## src/rtl/pwb_pkg.sv

```systemverilog
package pwb_pkg;
  parameter int unsigned PW_ADDR_W = 32;
  parameter int unsigned PW_DATA_W = 32;
  localparam int unsigned PW_BE_W = PW_DATA_W / 8;

  typedef struct packed {
    logic                 msg;
    logic [PW_BE_W-1:0]   be;
    logic [PW_DATA_W-1:0] data;
    logic [PW_ADDR_W-1:0] addr;
  } pw_entry_t;
endpackage

```

## src/rtl/pwb_fifo.sv

```systemverilog
module pwb_fifo
  import pwb_pkg::*;
#(
  parameter int unsigned DEPTH = 8
) (
  input  logic      clk,
  input  logic      rst_n,
  input  logic      push,
  input  pw_entry_t push_entry,
  input  logic      pop,
  output pw_entry_t head,
  output logic      is_empty,
  output logic      is_full,
  output logic      last_leaving
);
  localparam int unsigned PTR_W = (DEPTH > 1) ? $clog2(DEPTH) : 1;
  localparam int unsigned CNT_W = $clog2(DEPTH + 1);
  localparam logic [PTR_W-1:0] PTR_LAST = PTR_W'(DEPTH - 1);
  localparam logic [CNT_W-1:0] CNT_FULL = CNT_W'(DEPTH);

  pw_entry_t        store [DEPTH];
  logic [PTR_W-1:0] wr_ptr_q, wr_ptr_d;
  logic [PTR_W-1:0] rd_ptr_q, rd_ptr_d;
  logic [CNT_W-1:0] cnt_q, cnt_d;
  logic             do_push, do_pop;

  assign do_push = push && (cnt_q != CNT_FULL);
  assign do_pop  = pop && (cnt_q != '0);

  always_comb begin
    wr_ptr_d = wr_ptr_q;
    rd_ptr_d = rd_ptr_q;
    cnt_d    = cnt_q;
    if (do_push) wr_ptr_d = (wr_ptr_q == PTR_LAST) ? '0 : wr_ptr_q + 1'b1;
    if (do_pop)  rd_ptr_d = (rd_ptr_q == PTR_LAST) ? '0 : rd_ptr_q + 1'b1;
    case ({do_push, do_pop})
      2'b10:   cnt_d = cnt_q + 1'b1;
      2'b01:   cnt_d = cnt_q - 1'b1;
      default: cnt_d = cnt_q;
    endcase
  end

  always_ff @(posedge clk or negedge rst_n) begin
    if (!rst_n) begin
      wr_ptr_q <= '0;
      rd_ptr_q <= '0;
      cnt_q    <= '0;
    end else begin
      wr_ptr_q <= wr_ptr_d;
      rd_ptr_q <= rd_ptr_d;
      cnt_q    <= cnt_d;
    end
  end

  always_ff @(posedge clk) begin
    if (do_push) store[wr_ptr_q] <= push_entry;
  end

  assign head         = store[rd_ptr_q];
  assign is_empty     = (cnt_q == '0);
  assign is_full      = (cnt_q == CNT_FULL);
  assign last_leaving = do_pop && !do_push && (cnt_q == CNT_W'(1));
endmodule

```

## src/rtl/pwb_ctrl.sv

```systemverilog
module pwb_ctrl (
  input  logic clk,
  input  logic rst_n,
  input  logic req_valid,
  input  logic req_write,
  input  logic q_empty,
  input  logic q_full,
  input  logic q_last_leaving,
  output logic push,
  output logic resp_accept,
  output logic resp_retry,
  output logic flushing
);
  logic wr_req, rd_req, rd_retry, wr_retry, rd_ok;
  logic flush_q, flush_d;

  always_comb begin
    wr_req   = req_valid && req_write;
    rd_req   = req_valid && !req_write;
    push     = wr_req && !q_full;
    wr_retry = wr_req && q_full;
    rd_ok    = rd_req && q_empty;
    rd_retry = rd_req && !q_empty;
    resp_accept = push || rd_ok;
    resp_retry  = wr_retry || rd_retry;
    flush_d  = (flush_q || rd_retry) && !q_last_leaving;
  end

  always_ff @(posedge clk or negedge rst_n) begin
    if (!rst_n) flush_q <= 1'b0;
    else        flush_q <= flush_d;
  end

  assign flushing = flush_q;
endmodule

```

## src/rtl/pwb_top.sv

```systemverilog
module pwb_top
  import pwb_pkg::*;
#(
  parameter int unsigned DEPTH = 8
) (
  input  logic                 clk,
  input  logic                 rst_n,
  input  logic                 req_valid,
  input  logic                 req_write,
  input  logic                 req_msg,
  input  logic [PW_ADDR_W-1:0] req_addr,
  input  logic [PW_DATA_W-1:0] req_data,
  input  logic [PW_BE_W-1:0]   req_be,
  output logic                 resp_accept,
  output logic                 resp_retry,
  output logic                 dst_valid,
  input  logic                 dst_ready,
  output logic [PW_ADDR_W-1:0] dst_addr,
  output logic [PW_DATA_W-1:0] dst_data,
  output logic [PW_BE_W-1:0]   dst_be,
  output logic                 dst_msg,
  output logic                 empty,
  output logic                 full,
  output logic                 flushing
);
  pw_entry_t in_entry, head;
  logic      push, q_empty, q_full, q_last;

  assign in_entry = '{msg: req_msg, be: req_be, data: req_data, addr: req_addr};

  pwb_ctrl u_ctrl (
    .clk(clk), .rst_n(rst_n), .req_valid(req_valid), .req_write(req_write),
    .q_empty(q_empty), .q_full(q_full), .q_last_leaving(q_last),
    .push(push), .resp_accept(resp_accept), .resp_retry(resp_retry),
    .flushing(flushing)
  );

  pwb_fifo #(.DEPTH(DEPTH)) u_fifo (
    .clk(clk), .rst_n(rst_n), .push(push), .push_entry(in_entry),
    .pop(dst_ready), .head(head), .is_empty(q_empty), .is_full(q_full),
    .last_leaving(q_last)
  );

  assign dst_valid = !q_empty;
  assign dst_addr  = head.addr;
  assign dst_data  = head.data;
  assign dst_be    = head.be;
  assign dst_msg   = head.msg;
  assign empty     = q_empty;
  assign full      = q_full;
endmodule

```

## config.mk

```make
export PLATFORM = sky130hd
export DESIGN_NAME = pwb_top
export DESIGN_NICKNAME = d
export VERILOG_FILES = /design/src/rtl/pwb_pkg.sv /design/src/rtl/pwb_fifo.sv /design/src/rtl/pwb_ctrl.sv /design/src/rtl/pwb_top.sv
export SDC_FILE = /design/constraint.sdc
export NUM_CORES = 1
export LEC_CHECK = 0
export BUFFER_PORTS_ARGS = -buffer_cell sky130_fd_sc_hd__buf_4
export CAP_MARGIN = 20
export CELL_PAD_IN_SITES_DETAIL_PLACEMENT = 0
export CELL_PAD_IN_SITES_GLOBAL_PLACEMENT = 2
export CORE_ASPECT_RATIO = 1.4
export CORE_MARGIN = 1
export CORE_UTILIZATION = 40
export CTS_CLUSTER_SIZE = 24
export DETAILED_ROUTE_END_ITERATION = 16
export GPL_TIMING_DRIVEN = 0
export PLACE_DENSITY_LB_ADDON = 0.1
export SYNTH_ARGS = -nofsm -noshare
export SYNTH_HDL_FRONTEND = slang
export SYNTH_SLANG_ARGS = --single-unit
```

## constraint.sdc

```tcl
create_clock -name clk -period 7.48 [get_ports clk]
set_input_delay 0.748 -clock clk [delete_from_list [all_inputs] [get_ports clk]]
set_output_delay 0.748 -clock clk [all_outputs]
set_load 0.01 [all_outputs]
```

### Word-level counts from Yosys, hierarchy flattened

Memories as Yosys holds them, arrays and structs flattened.
Cells that the tools add are included.
Widths: inputs -> output; s select.

* output and inout bits: 75
* logic and storage cells: 43
* memories kept: 1
* register bits: 11
* bits in writable memories: 552
* bits of input ports: 74

* $add $sub $neg: 4
* equality and inequality tests: 7
* multiplexer cells: 5
* reduce and logical (&&, ||, !) cells: 22

Memory list
* u_fifo.store: depth 8, width 69, rd ports 1, clocked after Yosys merged registers in 0, write ports 1, RTL line pwb_fifo.sv:21 `pw_entry_t store [DEPTH];`

Operators by type and width (number)
* $logic_and 1x1->1: 11
* $pmux 4 s2: 1
* $add 3x1->3 const B: 2
* $eq 3x3->1 const B: 2
* $mux 3: 2
* $logic_not 1->1: 5
* $add 4x1->4 const B: 1
* $eq 4x1->1 const B: 1
* $eq 4x4->1 const B: 1
* $logic_not 4->1: 1
* $ne 4x4->1 const B: 1
* $reduce_bool 4->1: 1
* $sub 4x1->4 const B: 1
* $logic_or 1x1->1: 3
* $eq 2x1->1 const B: 1
* $eq 2x2->1 const B: 1
* $mux 1: 2
* $reduce_bool 2->1: 1

### Longest topological paths before layout

* depth after elaboration: 9
* depth in mapped cells: 9
* mapped depth without buffers: 9

### Cells and area by module

A second synthesis with hierarchy kept.

* cell total of the unflattened synthesis: 868
* area, all modules: 21401.8 um^2

Modules (own cells, without submodules)
* pwb_fifo: cells an instance 857, times used 1, seq. area each 16826.1 um^2, area each 21319.2 um^2
* pwb_ctrl: cells an instance 10, times used 1, seq. area each 25.0 um^2, area each 78.8 um^2
* pwb_top: cells an instance 1, times used 1, seq. area each 0.0 um^2, area each 3.8 um^2

### Worst setup path before layout

OpenSTA, ideal clock, no wires.

* kind: register to register
* start point: reg u_fifo.cnt_q[0]
* end point: mem u_fifo.store[0][0] in the netlist's numbering (enable)
* path slack: -0.816 ns
* data required time: 6.812 ns
* path buffers: 0
* stages on the path, launching flop included: 6
* data arrival time: 7.628 ns
* clock period less this slack: 8.296 ns
* library setup time: 0.668 ns
* cells stage by stage: dfrtp_1 -> inv_1 -> ha_1 -> nand3b_1 -> nand3_1 -> nor4_1

* longest elaborated chain between the ends: 6
* elaborated cells between the ends (all ways): 7
* classes of those cells: eq/ne: 2; mux: 2; reduce/logical: 3

Ends and longest elaborated chain
* from (decl): RTL line pwb_fifo.sv:24 `logic [CNT_W-1:0] cnt_q, cnt_d;`
* from (signal assigned): RTL line pwb_fifo.sv:51 `cnt_q <= cnt_d;`
* $eq 4x4->1: RTL line pwb_fifo.sv:61 `assign is_full = (cnt_q == CNT_FULL);`
* $logic_not 1->1: RTL line pwb_ctrl.sv:20 `push = wr_req && !q_full;`
* $logic_and 1x1->1: RTL line pwb_ctrl.sv:20
* $logic_and 1x1->1 (*): RTL line pwb_fifo.sv:27 `assign do_push = push && (cnt_q != CNT_FULL);`
* $mux 1 (*): RTL line pwb_fifo.sv:56 `if (do_push) store[wr_ptr_q] <= push_entry;`
* $mux 1 (not written as such) (*): RTL line pwb_fifo.sv:56
* to (decl): RTL line pwb_fifo.sv:21

Mark *: on every way between the ends. The rest lies on a longest branch, timed or not.

### Worst setup path after layout

* start point: reg u_fifo.rd_ptr_q[2]
* end point: out dst_addr[11]

* longest elaborated chain between the ends: 1

Ends and longest elaborated chain
* from (decl): RTL line pwb_fifo.sv:23 `logic [PTR_W-1:0] rd_ptr_q, rd_ptr_d;`
* from (signal assigned): RTL line pwb_fifo.sv:50 `rd_ptr_q <= rd_ptr_d;`
* $mem_v2 8x69
* to (decl): RTL line pwb_top.sv:18 `output logic [PW_ADDR_W-1:0] dst_addr,`

Every way passes these cells.

==> impl_metrics.py <==
metrics = {
    "floorplanning": {
        "die_h_um": 275.8,
        "core_area_um2": 53050,
        "die_w_um": 197.6,
        "start_util_pct": 40.37,
        "ios": 149,
        "rows": 100,
        "die_area_um2": 54480,
    },
    "cts": {
        "clk_pin_slew_ps": 60,
        "cts_max_level": 2,
        "postCtsResizedCells": 0,
        "clock-root-buffer": "clkbuf_16",
        "clock_latency_ps": 590,
        "cts_tree": "built",
        "cts_sinks": 563,
        "post_cts_buffers": 0,
        "clockBufferDepth": 3,
        "cts_buffers": 55,
    },
    "setup_path": {
        "crit_type": "flop to output port",
        "r2r-end": "u_fifo.store[6][17]$_DFFE_PP_",
        "start_kind": "flop",
        "reg2reg_slack_ps": 4350,
        "max_stage_delay_ps": 690,
        "cp_data_required_time_ps": 6730,
        "cp_slowest_cell": "clkbuf_1",
        "crit_cells": 5,
        "path_cells": "buf_2 > clkbuf_1 > mux4_2 > mux2_2 > buf_4",
        "worstPathMaxFanout": 10,
        "crit_arrival_ps": 2970,
        "crit_family": "buffers and inverters",
        "r2r-start": "u_fifo.cnt_q[0]$_DFFE_PN0P_",
        "cp-end-kind": "output port",
        "rr_worst_depth": 8,
        "cp_num_buf_inv": 3,
    },
    "layout": {
        "final_cell_mix": "edfxtp_1, buf_4, mux4_2",
        "design_area_um2": 26110,
        "insertedDiodeCount": 0,
        "area_growth_pct": 21.94,
        "final_core_util_pct": 49.22,
        "final_common_cell": "edfxtp_1",
        "drive_above_1_share_pct": 44.44,
        "fin_nets": 1205,
    },
    "timing": {
        "hold_viol_final": 0,
        "fin_crit_sh_pct": 49.72,
        "post-route-worst-setup-slack_ps": 3761,
        "slew_viol_final": 0,
        "finalSetupViolCount": 0,
        "skew_ps": 23.08,
        "tns_ps": 0,
        "tightest_slew_ps": 946.6,
        "fmax_ghz": 0.2689,
        "slew_headroom_pct": 36.55,
        "grt_setup_unrepaired": "false",
        "fin_crit_ps": 3719,
    },
    "logic_synthesis": {
        "synth_top_area_cell": "edfxtp_1",
        "yosys_warnings": 0,
        "syn_avg_cell_area_um2": 24.76,
        "netlist_instances": 865,
        "synth_top_cell_area_share_pct": 77.40,
        "syn_nets": 947,
        "yosys-top-cells-area": "edfxtp_1, mux4_2, mux2_2",
        "synth.distinct_cells": 31,
        "netlist_area_um2": 21420,
        "synth-seq-area-share_pct": 78.69,
        "ys_ff_latch": 563,
    },
    "pwr": {
        "peakVddDrop_mv": 0.1861,
        "p_per_area_nw_per_um2": 376.0,
        "leakagePower_nw": 8.582,
        "power.total_w": 0.009819,
    },
    "place": {
        "place_area_um2": 24190,
        "dpl_worst_slack_ps": 4272,
        "place.gp.congestion": 0.6599,
        "hpwl_um": 30480,
        "portBuffers": 148,
    },
    "global_routing": {
        "antenna_found_initial": 3,
        "grt_usage_pct": 17.37,
        "grt_max_degree": 21,
        "grt_first_pass_wirelength_um": 68050,
        "grt_overflow": 0,
        "grt_pass1_vias": 10331,
    },
    "route": {
        "drt-met1-wl_um": 19480,
        "postRouteAntennaNets": 0,
        "wire_per_inst_um": 24.45,
        "routed_via_density": 5.109,
        "drtIter0Drc": 466,
        "route.detailed.drc": 0,
        "num_vias": 9626,
        "top_layer": "met5",
        "wirelength_um": 46070,
        "wl_met2_um": 23590,
        "drtPass1Iterations": 7,
        "wl_met3_um": 2249,
    },
    "run": {
        "max_cap_violations": 0,
    },
    "worst_hold_path": {
        "holdPathStages": 1,
        "worstHoldEndpoint": "u_fifo.store[6][54]$_DFFE_PP_",
        "min-delay-start": "req_data[22]",
        "min_path_type": "primary input to flop",
    },
    "status": {
        "status": "complete, no violations",
    },
}
-- where the power goes --
| group | switching (W) | internal (W) |
|---|---|---|
| clock network | 0.00116 | 0.00175 |
| registers | 0.0000855 | 0.00374 |
| logic | 0.00149 | 0.00160 |
| total | 0.00273 | 0.00709 |
-- worst max-delay path by stage --
| stage | start | endpoint | slack [ps] |
|---|---|---|---|
| 6_report | u_fifo.rd_ptr_q[2]$_DFFE_PN0P_ | dst_addr[11] | 3760 |
| 4_1_cts | u_fifo.rd_ptr_q[2]$_DFFE_PN0P_ | dst_msg | 3630 |
| 3_5_place_dp | u_fifo.cnt_q[0]$_DFFE_PN0P_ | u_fifo.store[4][14]$_DFFE_PP_ | 4270 |
| 3_3_place_gp | u_fifo.cnt_q[0]$_DFFE_PN0P_ | u_fifo.store[6][32]$_DFFE_PP_ | -5090 |
| 2_1_floorplan | u_fifo.cnt_q[0]$_DFFE_PN0P_ | u_fifo.store[2][0]$_DFFE_PP_ | 1080 |
| 5_1_grt | u_fifo.rd_ptr_q[2]$_DFFE_PN0P_ | dst_data[19] | 3640 |
-- synth_stat cells, drive strengths merged --
cell and n:
clkbuf 18, nand3b 1, or4b 1, o21a 1, dfrtp 11, xnor2 2
nor2b 2, nor2 7, ha 8, a31o 1, nand2b 3, nand2 3
mux4 138, or3b 1, or4bb 1, mux2 75, edfxtp 552, a21oi 1
buf 21, xor2 2, nor4 1, mux2i 1, nand4 1, nor3 4
inv 5, o21ai 2, nand3 1, nand4b 1
-- stage by stage --
step                hold slack, ps  instances
floorplan                    452.4        865
finish                       387.6       1884
global route                 362.4       1884
global placement             488.6       1727
CTS                          342.5       1884
detailed placement           486.0       1779
-- sequential cells by signal (all words and copies together), names as in the netlist --
| register | cells |
|---|---|
| u_ctrl.flushing | 1 |
| u_fifo.wr_ptr_q | 3 |
| u_fifo.cnt_q | 4 |
| u_fifo.store | 552 |
| u_fifo.rd_ptr_q | 3 |
-- cells by family (layout without fill, tap and decap cells) --
group,after synthesis,in the layout,synth area share [%]
buf+inv,44,349,1.285
xor+xnor,4,4,0.1636
simple gates,27,27,0.7128
compound gates,5,5,0.1461
mux,214,214,18.54
fa+ha+maj,8,8,0.4674
flops,563,563,78.69
-- layer usage --
metal / up-vias / GRT usage (%)
met2: 187 / 29.55
met3: 58 / 3.751
li1: 4226 / -
met4: 6 / 4.325
met1: 5149 / 22.72
met5: - / 0
-- timing repair --
| action | in CTS | in global routing |
|---|---|---|
| hold buffers | 1 | 0 |
| setup endpoints to repair | 0 | 0 |
| hold endpoints to repair | 11 | 0 |
-- layout make-up --
| cell class | instances | area, um^2 |
|---|---|---|
| multi-input cells | 258 | 4347 |
| clock inverters | 37 | 470.5 |
| plain buffers | 39 | 256.5 |
| inverters | 5 | 18.77 |
| flip-flops and latches | 563 | 16850 |
| fillers | 4440 | 26940 |
| repair buffers | 201 | 1834 |
| well taps | 714 | 893.4 |
| clock buffers | 67 | 1443 |
-- worst register-to-register path, cell delays in order (launching register included) --
cell      delay (ps)
dfrtp_1          450
inv_1             70
ha_1             240
nand3b_1         160
nand3_1          440
nor3_2           850
buf_6            260
buf_6            180
buf_6            170
No activity file was read; power rests on OpenSTA's default activity.
